===== src/rtl/ptp_trim_pkg.sv =====
// Shared widths, constants and register addresses for the PTP trim clock.
// Assumes one tick per clock cycle.
package ptp_trim_pkg;
    localparam int NS_W      = 30;
    localparam int SEC_W     = 32;
    localparam int FRAC_W    = 32;
    localparam int REG_W     = 16;
    localparam int ADDR_W    = 4;
    localparam int NS_HI_W   = NS_W - REG_W;       // 14
    localparam int TRIM_HI_W = 14;
    localparam int STEP_W    = REG_W + 1;
    localparam logic [NS_W:0] NS_WRAP = 31'd1_000_000_000;

    typedef enum logic [ADDR_W-1:0] {
        A_CMD       = 4'd0,
        A_PERIOD    = 4'd1,
        A_TRIM_LO   = 4'd2,
        A_TRIM_HI   = 4'd3,
        A_SET_NS_LO = 4'd4,
        A_SET_NS_HI = 4'd5,
        A_SET_S_LO  = 4'd6,
        A_SET_S_HI  = 4'd7,
        A_SNP_NS_LO = 4'd8,
        A_SNP_NS_HI = 4'd9,
        A_SNP_S_LO  = 4'd10,
        A_SNP_S_HI  = 4'd11
    } reg_addr_e;

    localparam int CMD_LOAD_BIT = 0;
    localparam int CMD_SNAP_BIT = 2;
    localparam int TRIM_LD_BIT  = 15;
    localparam int TRIM_DIR_BIT = 14;
endpackage


===== src/rtl/ptp_trim_regs.sv =====
// Register file of the PTP trim clock. It decodes writes, holds the staged
// time, the period, the trim and the capture registers, and drives the
// combinational read mux. The command strobes act on the edge of the write.
// Assumes single-cycle write pulses from the management port.
module ptp_trim_regs
    import ptp_trim_pkg::*;
#(
    parameter int PERIOD_RST = 15
) (
    input  logic              clk,
    input  logic              rst_n,
    input  logic              reg_we,
    input  logic [ADDR_W-1:0] reg_addr,
    input  logic [REG_W-1:0]  reg_wdata,
    input  logic [NS_W-1:0]   now_ns,
    input  logic [SEC_W-1:0]  now_sec,
    output logic [REG_W-1:0]  reg_rdata,
    output logic              load_pulse,
    output logic              snap_pulse,
    output logic [NS_W-1:0]   set_ns,
    output logic [SEC_W-1:0]  set_sec,
    output logic [REG_W-1:0]  period,
    output logic [FRAC_W-1:0] trim,
    output logic              trim_faster,
    output logic [NS_W-1:0]   snap_ns,
    output logic [SEC_W-1:0]  snap_sec
);
    logic [REG_W-1:0]   set_ns_lo, set_s_lo, set_s_hi, trim_lo_stage;
    logic [NS_HI_W-1:0] set_ns_hi;
    logic               cmd_wr;

    // Command strobes, decoded from the write cycle itself
    always_comb begin
        cmd_wr     = reg_we && (reg_addr == A_CMD);
        load_pulse = cmd_wr && reg_wdata[CMD_LOAD_BIT];
        snap_pulse = cmd_wr && reg_wdata[CMD_SNAP_BIT];
    end

    assign set_ns  = {set_ns_hi, set_ns_lo};
    assign set_sec = {set_s_hi, set_s_lo};

    // Staged time halves and nominal period
    always_ff @(posedge clk) begin
        if (!rst_n) begin
            set_ns_lo <= '0;
            set_ns_hi <= '0;
            set_s_lo  <= '0;
            set_s_hi  <= '0;
            period    <= REG_W'(PERIOD_RST);
        end else if (reg_we) begin
            case (reg_addr)
                A_SET_NS_LO: set_ns_lo <= reg_wdata;
                A_SET_NS_HI: set_ns_hi <= reg_wdata[NS_HI_W-1:0];
                A_SET_S_LO:  set_s_lo  <= reg_wdata;
                A_SET_S_HI:  set_s_hi  <= reg_wdata;
                A_PERIOD:    period    <= reg_wdata;
                default: ;
            endcase
        end
    end

    // Trim staging; the high write with its strobe commits all 32 bits
    always_ff @(posedge clk) begin
        if (!rst_n) begin
            trim_lo_stage <= '0;
            trim          <= '0;
            trim_faster   <= 1'b0;
        end else if (reg_we) begin
            if (reg_addr == A_TRIM_LO)
                trim_lo_stage <= reg_wdata;
            if (reg_addr == A_TRIM_HI && reg_wdata[TRIM_LD_BIT]) begin
                trim <= {{(FRAC_W-REG_W-TRIM_HI_W){1'b0}},
                         reg_wdata[TRIM_HI_W-1:0], trim_lo_stage};
                trim_faster <= reg_wdata[TRIM_DIR_BIT];
            end
        end
    end

    // Capture of the pre-edge live time on a snapshot command
    always_ff @(posedge clk) begin
        if (!rst_n) begin
            snap_ns  <= '0;
            snap_sec <= '0;
        end else if (snap_pulse) begin
            snap_ns  <= now_ns;
            snap_sec <= now_sec;
        end
    end

    // Read mux
    always_comb begin
        case (reg_addr)
            A_PERIOD:    reg_rdata = period;
            A_TRIM_LO:   reg_rdata = trim_lo_stage;
            A_TRIM_HI:   reg_rdata = {1'b0, trim_faster,
                                      trim[REG_W+TRIM_HI_W-1:REG_W]};
            A_SET_NS_LO: reg_rdata = set_ns_lo;
            A_SET_NS_HI: reg_rdata = {{(REG_W-NS_HI_W){1'b0}}, set_ns_hi};
            A_SET_S_LO:  reg_rdata = set_s_lo;
            A_SET_S_HI:  reg_rdata = set_s_hi;
            A_SNP_NS_LO: reg_rdata = snap_ns[REG_W-1:0];
            A_SNP_NS_HI: reg_rdata = {{(REG_W-NS_HI_W){1'b0}}, snap_ns[NS_W-1:REG_W]};
            A_SNP_S_LO:  reg_rdata = snap_sec[REG_W-1:0];
            A_SNP_S_HI:  reg_rdata = snap_sec[SEC_W-1:REG_W];
            default:     reg_rdata = '0;
        endcase
    end
endmodule


===== src/rtl/ptp_trim_frac.sv =====
// Fractional accumulator. Each tick it adds the trim and turns a carry out
// into a one-nanosecond lengthening or shortening of the nominal step.
// Assumes period >= 1 when the slower direction is used.
module ptp_trim_frac
    import ptp_trim_pkg::*;
(
    input  logic              clk,
    input  logic              rst_n,
    input  logic              clear,
    input  logic [FRAC_W-1:0] trim,
    input  logic              faster,
    input  logic [REG_W-1:0]  period,
    output logic [STEP_W-1:0] step
);
    logic [FRAC_W-1:0] acc;
    logic [FRAC_W:0]   acc_sum;
    logic [STEP_W-1:0] base;

    // Next accumulator value and the resulting step
    always_comb begin
        acc_sum = {1'b0, acc} + {1'b0, trim};
        base    = {1'b0, period};
        if (!acc_sum[FRAC_W])
            step = base;
        else if (faster)
            step = base + STEP_W'(1);
        else
            step = base - STEP_W'(1);
    end

    // Accumulator register; a time load clears it
    always_ff @(posedge clk) begin
        if (!rst_n || clear)
            acc <= '0;
        else
            acc <= acc_sum[FRAC_W-1:0];
    end
endmodule


===== src/rtl/ptp_trim_counter.sv =====
// Seconds and nanoseconds counter. A load replaces the time; otherwise the
// step is added and the nanoseconds wrap at one second.
// Assumes step is far below one second.
module ptp_trim_counter
    import ptp_trim_pkg::*;
(
    input  logic              clk,
    input  logic              rst_n,
    input  logic              load,
    input  logic [NS_W-1:0]   set_ns,
    input  logic [SEC_W-1:0]  set_sec,
    input  logic [STEP_W-1:0] step,
    output logic [NS_W-1:0]   now_ns,
    output logic [SEC_W-1:0]  now_sec
);
    logic [NS_W:0] ns_sum, ns_wrapped;
    logic          wrap;

    // Sum and one-second wrap detection
    always_comb begin
        ns_sum     = {1'b0, now_ns} + {{(NS_W+1-STEP_W){1'b0}}, step};
        wrap       = (ns_sum >= NS_WRAP);
        ns_wrapped = wrap ? (ns_sum - NS_WRAP) : ns_sum;
    end

    // Time register; load has priority over the tick
    always_ff @(posedge clk) begin
        if (!rst_n) begin
            now_ns  <= '0;
            now_sec <= '0;
        end else if (load) begin
            now_ns  <= set_ns;
            now_sec <= set_sec;
        end else begin
            now_ns  <= ns_wrapped[NS_W-1:0];
            now_sec <= now_sec + SEC_W'(wrap);
        end
    end
endmodule


===== src/rtl/ptp_trim_clock.sv =====
// Top of the PTP time counter with fractional rate trim. It joins the
// register file, the fraction accumulator and the time counter.
// Assumes the clock runs at the nominal tick rate.
module ptp_trim_clock
    import ptp_trim_pkg::*;
#(
    parameter int PERIOD_RST = 15
) (
    input  logic              clk,
    input  logic              rst_n,
    input  logic              reg_we,
    input  logic [ADDR_W-1:0] reg_addr,
    input  logic [REG_W-1:0]  reg_wdata,
    output logic [REG_W-1:0]  reg_rdata,
    output logic [SEC_W-1:0]  now_sec,
    output logic [NS_W-1:0]   now_ns
);
    logic              load_pulse, snap_pulse, trim_faster;
    logic [NS_W-1:0]   set_ns, snap_ns;
    logic [SEC_W-1:0]  set_sec, snap_sec;
    logic [REG_W-1:0]  period;
    logic [FRAC_W-1:0] trim;
    logic [STEP_W-1:0] step;

    ptp_trim_regs #(.PERIOD_RST(PERIOD_RST)) u_regs (
        .clk(clk), .rst_n(rst_n), .reg_we(reg_we), .reg_addr(reg_addr),
        .reg_wdata(reg_wdata), .now_ns(now_ns), .now_sec(now_sec),
        .reg_rdata(reg_rdata), .load_pulse(load_pulse), .snap_pulse(snap_pulse),
        .set_ns(set_ns), .set_sec(set_sec), .period(period), .trim(trim),
        .trim_faster(trim_faster), .snap_ns(snap_ns), .snap_sec(snap_sec)
    );

    ptp_trim_frac u_frac (
        .clk(clk), .rst_n(rst_n), .clear(load_pulse), .trim(trim),
        .faster(trim_faster), .period(period), .step(step)
    );

    ptp_trim_counter u_cnt (
        .clk(clk), .rst_n(rst_n), .load(load_pulse), .set_ns(set_ns),
        .set_sec(set_sec), .step(step), .now_ns(now_ns), .now_sec(now_sec)
    );
endmodule


===== config.mk =====
export PLATFORM = sky130hd
export DESIGN_NAME = ptp_trim_clock
export DESIGN_NICKNAME = d
export VERILOG_FILES = /design/src/rtl/ptp_trim_pkg.sv /design/src/rtl/ptp_trim_regs.sv /design/src/rtl/ptp_trim_frac.sv /design/src/rtl/ptp_trim_counter.sv /design/src/rtl/ptp_trim_clock.sv
export SDC_FILE = /design/constraint.sdc
export NUM_CORES = 1
export LEC_CHECK = 0
export BUFFER_PORTS_ARGS = -buffer_cell sky130_fd_sc_hd__buf_2
export CELL_PAD_IN_SITES_DETAIL_PLACEMENT = 0
export CELL_PAD_IN_SITES_GLOBAL_PLACEMENT = 1
export CORE_ASPECT_RATIO = 1.25
export CORE_MARGIN = 2
export CORE_UTILIZATION = 46
export CTS_BUF_LIST = sky130_fd_sc_hd__clkbuf_16
export CTS_CLUSTER_DIAMETER = 80
export DETAILED_ROUTE_END_ITERATION = 10
export PLACE_DENSITY_LB_ADDON = 0.1
export SETUP_SLACK_MARGIN = 0.2
export SLEW_MARGIN = 40
export SYNTH_ARGS = -nofsm -noshare
export SYNTH_HDL_FRONTEND = slang
export SYNTH_SLANG_ARGS = --single-unit

===== constraint.sdc =====
create_clock -name clk -period 12.04 [get_ports clk]
set_input_delay 0.602 -clock clk [delete_from_list [all_inputs] [get_ports clk]]
set_output_delay 0.602 -clock clk [all_outputs]
set_load 0.1 [all_outputs]

==> results.toml <==
[route]
wl_per_cell_um = 23.1
firstDrtPassIters = 9
drt.antenna.violating_nets = 0
route.detailed.vias_per_inst = 6.10
post-route-drc-count = 8
first_iter_violations = 1539
num_vias = 14700
wl_mm = 55.7

[logic_synthesis]
synth.lib_cells_used.distinct = 83
sequential_element_share_of_the_synthesized_area_pct = 36.7
synthCells = 1961
post_synth.cell_area_avg_um2 = 7.82
ys_seq_elements = 281
postSynth.asyncResetShare_pct = 0
yosysTopAreaCell = "sky130_fd_sc_hd__dfxtp_1"
fraction_of_post_synthesis_cell_area_in_the_top_cell_type_by_area_pct = 36.7
synth_edf_count = 0
synth-warning-count = 0
yosys_most_used_dff = "sky130_fd_sc_hd__dfxtp_1"
synth.top_cells.by_area = "sky130_fd_sc_hd__dfxtp_1, sky130_fd_sc_hd__nand2_1, sky130_fd_sc_hd__a21oi_1, sky130_fd_sc_hd__ha_1, sky130_fd_sc_hd__xnor2_1"
mappedNetlistArea_um2 = 15300
mappedNetlistNets = 2055

[timing]
worst_slew_margin_rel_pct = 40.5
rsz0062_at_grt = "no"
finalHoldWorstSlack_ns = 0.407
worst_clock_skew_ns = 0.0132
timing.final.setup_violations = 0
finalMaxSlewViolations = 0
layout_worst_path_cycle_share_pct = 84.3
fmax_mhz = 98.6
timing_worst_slew_pin_value_ns = 0.893
final_hold_viol_count = 0
minimum_clock_period_ns = 10.14
setup-tns-final_ns = 0
postLayoutSetupSlackWorst_ns = 1.90

[hold_path]
worst_hold_startpoint = "reg_wdata[5]"
worstHoldPathType = "in -> reg"

[floorplan]
initial_utilization_pct = 46.8
core_area_um2 = 32800
dieArea_um2 = 34800
die_width_um = 167
chipHeight_um = 208
io_pins = 101
fp-row-count = 74

[final_layout]
layout-area-overhead-vs-synth_pct = 10.7
final_layout_size_suffix_gt1_share_pct = 10.2
antenna-diode-count = 0
design_area_um2 = 17000
post-route-util_pct = 51.8
final_non_filler_cells = 2414
total_number_of_nets_in_the_final_design = 2067

[setup_path]
timing.critical_path.slowest_stage_cell = "sky130_fd_sc_hd__o41ai_2"
crit_family = "compound AO/OA/AOI/OAI gates"
timing.critical_path.slowest_cell_delay_ns = 0.57
worst_path_most_repeated_cell = "sky130_fd_sc_hd__ha_1"
worst_r2r_startpoint = "u_regs.trim[0]"
start_kind = "flip-flop"
worstPathMaxFanout = 23
worst_setup_path_startpoint = "u_regs.trim[0]"
worst_ep_arrival_time_ns = 10.62
timing.reg2reg.setup_slack_ns = 1.90
worst-path-buf-inv = 3
cp_data_required_time_ns = 12.51
crit_type = "reg -> reg"
crit_path_end_kind = "flip-flop"

[cts]
post_cts_resize_count = 0
cts-root-to-sink-buffers = 3
numCtsBuffers = 29
htreeDepth = 1
clk_transition_reported_paths_ns = 0.06
clockRootBuffer = "sky130_fd_sc_hd__clkbuf_16"
tritoncts_clock_tree = "built"
post_cts.repair.setup_buffers = 0
clk_latency_ns = 0.56
clock-sinks = 281
cts_hold_repair.buffers = 0

[placed_design]
numPortBuffers = 100
detailed_place.area_um2 = 15900
finalWeightedCongestion = 0.929
post-place-cells = 2359
place_worst_setup_slack_ns = 1.81
dp_hpwl_mm = 40.5

[status]
failed_checks = "design-rule violations"
run_status = "finished, violations left"

[global_routing]
antenna_violations_before_repair = 1
grt_first_pass_wirelength_mm = 84.3
grt_overflow = 0
first_global_vias = 13500
pin_count_of_the_biggest_net_entering_global_routing = 107
gr_usage_total_pct = 31.3

[power]
power_density_nw_per_um2 = 132
static-leakage-power_nw = 6.52
finalPower_mw = 2.24
max-vdd-ir-drop_mv = 0.0999

[run]
max-cap-violations = 0
worst register-to-register path: cells and delay by family (launching register included):
family                   cells  cell delay, ns
AO/OA/AOI/OAI               13            3.88
XOR/XNOR                     1            0.16
adder cells (fa/ha/maj)      5            1.67
buffers and inverters        3            0.89
flip-flops                   1            0.31
multiplexers                 1            0.36
AND/OR/NAND/NOR             13            2.76
Yosys cell counts (4+ instances only):
| cell type | count |
|---|---|
| sky130_fd_sc_hd__buf_1 | 4 |
| sky130_fd_sc_hd__o21ai_1 | 4 |
| sky130_fd_sc_hd__or2_2 | 4 |
| sky130_fd_sc_hd__dfxtp_1 | 281 |
| sky130_fd_sc_hd__and4_1 | 8 |
| sky130_fd_sc_hd__nor2b_1 | 10 |
| sky130_fd_sc_hd__a311oi_1 | 6 |
| sky130_fd_sc_hd__a21o_1 | 26 |
| sky130_fd_sc_hd__a221oi_1 | 19 |
| sky130_fd_sc_hd__ha_1 | 68 |
| sky130_fd_sc_hd__nand2_1 | 446 |
| sky130_fd_sc_hd__mux2_2 | 18 |
| sky130_fd_sc_hd__xor2_1 | 41 |
| sky130_fd_sc_hd__o21ai_0 | 35 |
| sky130_fd_sc_hd__and3_1 | 38 |
| sky130_fd_sc_hd__mux2i_1 | 6 |
| sky130_fd_sc_hd__a21oi_1 | 255 |
| sky130_fd_sc_hd__a31oi_1 | 21 |
| sky130_fd_sc_hd__o211ai_1 | 11 |
| sky130_fd_sc_hd__o21a_1 | 8 |
| sky130_fd_sc_hd__o31ai_1 | 10 |
| sky130_fd_sc_hd__or3_1 | 12 |
| sky130_fd_sc_hd__nand4_1 | 16 |
| sky130_fd_sc_hd__nor2_1 | 113 |
| sky130_fd_sc_hd__a211oi_1 | 41 |
| sky130_fd_sc_hd__a22oi_1 | 27 |
| sky130_fd_sc_hd__or4_1 | 4 |
| sky130_fd_sc_hd__a22o_1 | 23 |
| sky130_fd_sc_hd__o2111ai_1 | 5 |
| sky130_fd_sc_hd__nand3_1 | 58 |
| sky130_fd_sc_hd__nand2b_1 | 11 |
| sky130_fd_sc_hd__clkbuf_1 | 113 |
| sky130_fd_sc_hd__inv_1 | 27 |
| sky130_fd_sc_hd__and2_1 | 16 |
| sky130_fd_sc_hd__buf_2 | 10 |
| sky130_fd_sc_hd__a222oi_1 | 10 |
| sky130_fd_sc_hd__o21bai_1 | 9 |
| sky130_fd_sc_hd__nor3_1 | 28 |
| sky130_fd_sc_hd__xnor2_1 | 49 |
final cells by class:
class	count	area, µm²
clock inverter	25	299
multi-input combinational	1523	9110
sequential	281	5630
inverter	27	106
timing repair buffer	111	593
fill	3262	15800
clock buffer	29	726
tap	418	523
flip-flops by register name, summed over array words and instances, names as in the netlist:
name                  count
u_regs.trim_faster        1
u_frac.acc               32
u_regs.set_ns_lo         16
u_regs.set_s_lo          16
u_regs.set_ns_hi         14
u_cnt.now_ns             30
u_regs.snap_sec          32
u_regs.trim              30
u_cnt.now_sec            32
u_regs.snap_ns           30
u_regs.trim_lo_stage     16
u_regs.set_s_hi          16
u_regs.period            16
layout by cell type, fill, tap and decap left out, drive strengths merged, types with 10 or more instances in the layout:
cell and count:
ha 68, nand2b 11, nand4 16, nor2 114, or3 13, a21o 26, a31oi 23, a221oi 20
and3 39, nor2b 10, dfxtp 281, a22o 23, a222oi 10, a22oi 27, inv 35, and2 17
o21ai 41, a21oi 256, xnor2 50, mux2 21, nand3 58, nor3 29, o211ai 11, o31ai 10
nand2 446, clkbuf 30, buf 110, a211oi 45, xor2 41
cell families (layout without fill, tap and decap cells):
kind of cell,after synthesis,in the layout,share of synthesized area (%)
buffers and inverters,157,192,4.04
multiplexers,27,27,1.93
AO/OA/AOI/OAI,557,557,23.9
adder cells (fa/ha/maj),71,71,5.94
XOR/XNOR,91,91,5.24
flip-flops,281,281,36.7
AND/OR/NAND/NOR,777,777,22.2
power breakdown:
part / switching [mW] / internal [mW] / total (mW) / leakage [nW]
registers: 0.0271 / 0.946 / 0.974 / 2.27
clock network: 0.389 / 0.588 / 0.977 / 0.522
logic: 0.218 / 0.0680 / 0.286 / 3.73
total: 0.634 / 1.60 / 2.24 / 6.52
worst paths after layout:
check                                            to  cells past startpoint
worst min-delay path                u_regs.trim[21]                      3
worst max-delay path              u_cnt.now_sec[31]                     36
worst min register to register  u_regs.snap_sec[19]                      2
worst max register to register    u_cnt.now_sec[31]                     36
per-layer routing:
layer / global-route usage (%) / vias up / share of wire (%)
li1: - / 7015 / -
met1: 43.3 / 7011 / 43
met2: 49.7 / 596 / 45
met3: 3.58 / 103 / 6.9
met4: 12.5 / 0 / 4.4
met5: 0 / - / 0
No activity file was read; power rests on OpenSTA's default activity.
